--- config.mk ---
export PLATFORM = sky130hd
export DESIGN_NAME = addr_decoder
export DESIGN_NICKNAME = d
export VERILOG_FILES = /design/src/rtl/addr_dec_pkg.sv /design/src/rtl/win_match.sv /design/src/rtl/range_match.sv /design/src/rtl/prio_pick.sv /design/src/rtl/addr_decoder.sv
export SDC_FILE = /design/constraint.sdc
export NUM_CORES = 1
export LEC_CHECK = 0
export BUFFER_PORTS_ARGS = -buffer_cell sky130_fd_sc_hd__buf_2
export CORE_MARGIN = 3
export CORE_UTILIZATION = 26
export CTS_CLUSTER_SIZE = 16
export DETAILED_ROUTE_END_ITERATION = 12
export PLACE_DENSITY = 0.66
export SLEW_MARGIN = 20
export SYNTH_ARGS = -nofsm -noshare
export SYNTH_HDL_FRONTEND = slang
export SYNTH_SLANG_ARGS = --single-unit
--- constraint.sdc ---
create_clock -name clk -period 2.35 [get_ports clk]
set_input_delay 0.1175 -clock clk [delete_from_list [all_inputs] [get_ports clk]]
set_output_delay 0.1175 -clock clk [all_outputs]
set_load 0.05 [all_outputs]
--- src/rtl/addr_dec_pkg.sv ---
package addr_dec_pkg;
  typedef enum logic {
    SPACE_IO  = 1'b0,
    SPACE_MEM = 1'b1
  } space_e;
endpackage

--- src/rtl/win_match.sv ---
module win_match
  import addr_dec_pkg::*;
#(
  parameter int AW    = 32,
  parameter int LOG2  = 2,
  parameter bit MEM   = 1'b0,
  parameter bit GATED = 1'b0
) (
  input  logic [AW-1:0] addr,
  input  logic          space,
  input  logic [AW-1:0] base,
  input  logic          en,
  input  logic          native,
  output logic          hit
);
  localparam logic [AW-1:0] MASK = ~((AW'(1) << LOG2) - AW'(1));
  localparam space_e WSPACE = MEM ? SPACE_MEM : SPACE_IO;

  logic same_block, live, allowed;

  always_comb begin
    same_block = ((addr ^ base) & MASK) == '0;
    live       = en && (base != '0);
    allowed    = GATED ? native : 1'b1;
    hit        = same_block && live && allowed && (space_e'(space) == WSPACE);
  end
endmodule

--- src/rtl/range_match.sv ---
module range_match #(
  parameter int AW = 32
) (
  input  logic [AW-1:0] addr,
  input  logic [AW-1:0] lo,
  input  logic [AW-1:0] hi,
  input  logic          en,
  output logic          hit
);
  always_comb hit = en && (addr >= lo) && (addr <= hi);
endmodule

--- src/rtl/prio_pick.sv ---
module prio_pick #(
  parameter int N = 8
) (
  input  logic [N-1:0] raw,
  output logic [N-1:0] pick,
  output logic         any
);
  always_comb begin
    pick = raw & (~raw + N'(1));
    any  = |raw;
  end
endmodule

--- src/rtl/addr_decoder.sv ---
module addr_decoder #(
  parameter int                    AW          = 32,
  parameter int                    NUM_WIN     = 8,
  parameter logic [NUM_WIN*4-1:0]  WIN_LOG2    = {4'd12, 4'd10, 4'd8, 4'd6, 4'd5, 4'd4, 4'd3, 4'd2},
  parameter logic [NUM_WIN-1:0]    IS_MEM      = 8'b1100_0000,
  parameter logic [NUM_WIN-1:0]    NATIVE_MASK = 8'b0000_1111
) (
  input  logic                  clk,
  input  logic                  rst_n,
  input  logic                  req_valid,
  output logic                  req_ready,
  input  logic [AW-1:0]         req_addr,
  input  logic                  req_space,
  input  logic [NUM_WIN*AW-1:0] win_base,
  input  logic [NUM_WIN-1:0]    win_en,
  input  logic                  native_mode,
  input  logic                  bridge_en,
  input  logic [AW-1:0]         bridge_base,
  input  logic [AW-1:0]         bridge_limit,
  output logic                  dec_valid,
  input  logic                  dec_ready,
  output logic [NUM_WIN-1:0]    dec_hit,
  output logic                  dec_bridge,
  output logic                  dec_sub
);
  logic [NUM_WIN-1:0] raw_hit, win_pick;
  logic               any_win, br_hit, take;

  for (genvar i = 0; i < NUM_WIN; i++) begin : g_win
    win_match #(
      .AW   (AW),
      .LOG2 (int'(WIN_LOG2[i*4 +: 4])),
      .MEM  (IS_MEM[i]),
      .GATED(NATIVE_MASK[i])
    ) u_win (
      .addr  (req_addr),
      .space (req_space),
      .base  (win_base[i*AW +: AW]),
      .en    (win_en[i]),
      .native(native_mode),
      .hit   (raw_hit[i])
    );
  end

  range_match #(.AW(AW)) u_bridge (
    .addr(req_addr),
    .lo  (bridge_base),
    .hi  (bridge_limit),
    .en  (bridge_en),
    .hit (br_hit)
  );

  prio_pick #(.N(NUM_WIN)) u_pick (
    .raw (raw_hit),
    .pick(win_pick),
    .any (any_win)
  );

  always_comb begin
    req_ready = !dec_valid || dec_ready;
    take      = req_valid && req_ready;
  end

  always_ff @(posedge clk or negedge rst_n) begin
    if (!rst_n) begin
      dec_valid  <= 1'b0;
      dec_hit    <= '0;
      dec_bridge <= 1'b0;
      dec_sub    <= 1'b0;
    end else if (take) begin
      dec_valid  <= 1'b1;
      dec_hit    <= win_pick;
      dec_bridge <= !any_win && br_hit;
      dec_sub    <= !any_win && !br_hit;
    end else if (dec_ready) begin
      dec_valid  <= 1'b0;
    end
  end
endmodule

==> run summary <==
Fmax achieved = 470 MHz
WP buf/inv = 1
Pins Over Slew Limit = 0
Setup Buffers After CTS = 0
Worst path arrival time = 2.25 ns
Slowest-stage cell, CP = or4_1
GRT Residual Overflow = 0
Nets@finish = 1,497
Drt drc = 0
Routed vias/inst = 5.11
Peak supply drop = 0.170 mV
Initial antenna violation count = 7
Detailed Place HPWL = 25,800 um
RePlAce Congestion = 0.947
TritonCTS buffer count = 3
Finished Cell Area = 0.00759 mm2
Die Span X = 146 um
Starting Density = 0.268
RSZ-0062 raised after global routing = no
Cell chain of the critical path = buf_2, xnor2_1, nand3_1, or4_1, nor4_1, nor2_1, and3_4, a32o_1
Status = complete, no violations
Tmin final = 2.13 ns
I/O Buffers = 378
Cells on worst reg2reg path = 7
Final setup vio count = 0
Std cell rows = 50
Global Route Usage Sum = 0.260
Period utilisation layout = 0.906
Final hold violation count = 0
Routed WL = 29,200 um
CP required = 2.47 ns
Cell count after synthesis = 667
Rel. slew slack = 0.658
Setup_tns = 0 ns
Final Skew = 0.00188 ns
Number of routed nets with antenna violations = 0
Layout Cells excl Fill = 1,329
Pwr dens = 238 mW/mm2
Ys async rst share = 1.00
Pin count of the biggest net entering global routing = 15
Slowest stage delay, CP = 0.51 ns
Number of cells on the critical path = 8
Root Buffer = clkbuf_16
Routed len/inst = 22.0 um
LEAKAGE = 3.83 nW
Syn avg cell area = 7.61 um2
Starting DRT DRC Count = 362
Main synth FF type = dfrtp_1
Startpoint class of the critical path = primary input
Core Util, Final = 0.401
Crit Path Max Fanout = 10
CTS tree = built
Post-DP Area = 0.00749 mm2
Vias in the first global route = 7,058
Worst setup EP type = register
Hold depth = 2
Clock Sinks = 11
Cell family with most CP delay = simple AND/OR/NAND/NOR gates
Core area = 0.0190 mm2
Num ports = 379
Die extent in y = 146 um
Vias after detailed routing = 6,785
Global-route wire length before repair = 42,300 um
First-pass DRT Iterations = 6
Max Buffers Root-to-Sink = 2
Synthesis warning total = 0
Clock latency on the worst-skew pair = 0.24 ns
Die ar. = 0.0212 mm2
CP Class = primary input to register
Min-delay worst type = primary input to register
Max Cap Violations = 0
CTS HTree Levels = 1
Cell area after synthesis = 0.00508 mm2
Ratio of cells with drive above 1 in the final layout = 0.409
Number of flops mapped to enable cells by yosys = 0
Placed cell count = 1,320
Syn nets = 1,098
Total power = 1.81 mW
Worst-path clk slew = 0.04 ns
Slew @ Worst Pin = 0.509 ns
#FFs+latches synth = 11
Seq/Total Area, Yosys = 0.0542
Syn-to-layout area delta = 49.6%
Unique masters post-synth = 45
## logic make-up after synthesis
group | count (synthesis) | synth area share
AO/OA/AOI/OAI | 64 | 0.0774
AND/OR/NAND/NOR | 230 | 0.270
XOR/XNOR | 206 | 0.361
adder cells (fa/ha/maj) | 64 | 0.158
buffers and inverters | 91 | 0.0774
multiplexers | 1 | 0.00222
flip-flops | 11 | 0.0542
## per-stage QoR
step	hold WS (ns)	worst slack, ns
3_3_place_gp	0.00651	0.0399
2_1_floorplan	-0.178	0.277
3_5_place_dp	0.00492	0.0264
6_report	0.0881	0.222
4_1_cts	0.0898	0.231
5_1_grt	0.108	0.108
## layout by cell type, fill, tap and decap left out, drive strengths merged, types with 3 or more instances in the layout
cell	Yosys	routed
nor3	11	11
nor2b	5	5
inv	64	64
a21o	8	8
a21oi	21	21
xnor2	69	69
o21ai	19	19
ha	64	64
nand4	48	48
buf	14	420
clkbuf	13	4
dfrtp	11	11
nand2	30	30
nand3	7	7
nor2	15	15
xor2	137	137
nor4	101	101
a211oi	5	5
or4	3	3
nand2b	4	4
diode	0	4
## path summary, 6_finish.rpt
path / start / end / slack, ns
hold reg to reg: dec_hit[3]$_DFFE_PN0P_ / dec_hit[3]$_DFFE_PN0P_ / 0.47
min in group asynchronous: rst_n / dec_valid$_DFFE_PN0P_ / 0.30
setup reg to reg: dec_valid$_DFFE_PN0P_ / dec_bridge$_DFFE_PN0P_ / 0.94
setup / recovery: req_addr[21] / dec_sub$_DFFE_PN0P_ / 0.22
max in group asynchronous: rst_n / dec_hit[4]$_DFFE_PN0P_ / 1.83
hold / removal: req_valid / dec_valid$_DFFE_PN0P_ / 0.09
## timing repair
item | 4_1_cts | 5_1_grt
hold buffers | 1 | 0
endpoints found under the hold margin | 11 | 0
gates resized for setup | 0 | 0
## cell type report
cell class	instances	area, um2
well taps	260	325
repair buffers	421	2250
inverters	64	240
diodes	4	10.0
clock buffers	4	78.8
fillers	2002	11400
flip-flops and latches	11	275
multi-input cells	565	4410
## cells in the mapped netlist, types with 3 or more instances
| master | n | area [um2] |
|---|---|---|
| o21ai_0 | 17 | 85.1 |
| xnor2_1 | 68 | 596 |
| a211oi_1 | 5 | 37.5 |
| buf_2 | 8 | 40.0 |
| inv_1 | 64 | 240 |
| ha_1 | 64 | 801 |
| nor4_2 | 3 | 37.5 |
| a21o_1 | 8 | 60.1 |
| a21oi_1 | 21 | 105 |
| nor2_1 | 15 | 56.3 |
| nand2b_1 | 4 | 25.0 |
| nand3_1 | 7 | 35.0 |
| nor4_1 | 97 | 607 |
| dfrtp_1 | 11 | 275 |
| nor2b_1 | 4 | 25.0 |
| clkbuf_1 | 13 | 48.8 |
| xor2_1 | 136 | 1190 |
| nor3_1 | 11 | 55.1 |
| buf_6 | 5 | 56.3 |
| nand2_1 | 29 | 109 |
| nand4_1 | 48 | 300 |
## power breakdown
| part | internal [mW] | total [mW] | switching [mW] |
|---|---|---|---|
| Combinational | 0.587 | 1.29 | 0.707 |
| Sequential | 0.196 | 0.199 | 0.00293 |
| Clock | 0.228 | 0.312 | 0.0842 |
## flip-flops by register name, indices dropped and copies added, names as in the netlist
signal / flops
dec_hit: 8
dec_bridge: 1
dec_sub: 1
dec_valid: 1
## metal layers
| metal | global-route usage | vias to the layer above | share of wire |
|---|---|---|---|
| li1 | - | 3206 | - |
| met3 | 0.0682 | 60 | 0.10 |
| met2 | 0.437 | 423 | 0.46 |
| met4 | 0.0750 | 8 | 0.029 |
| met5 | 0 | - | 0.0016 |
| met1 | 0.328 | 3088 | 0.40 |
Power figures use the tool's default switching activity.
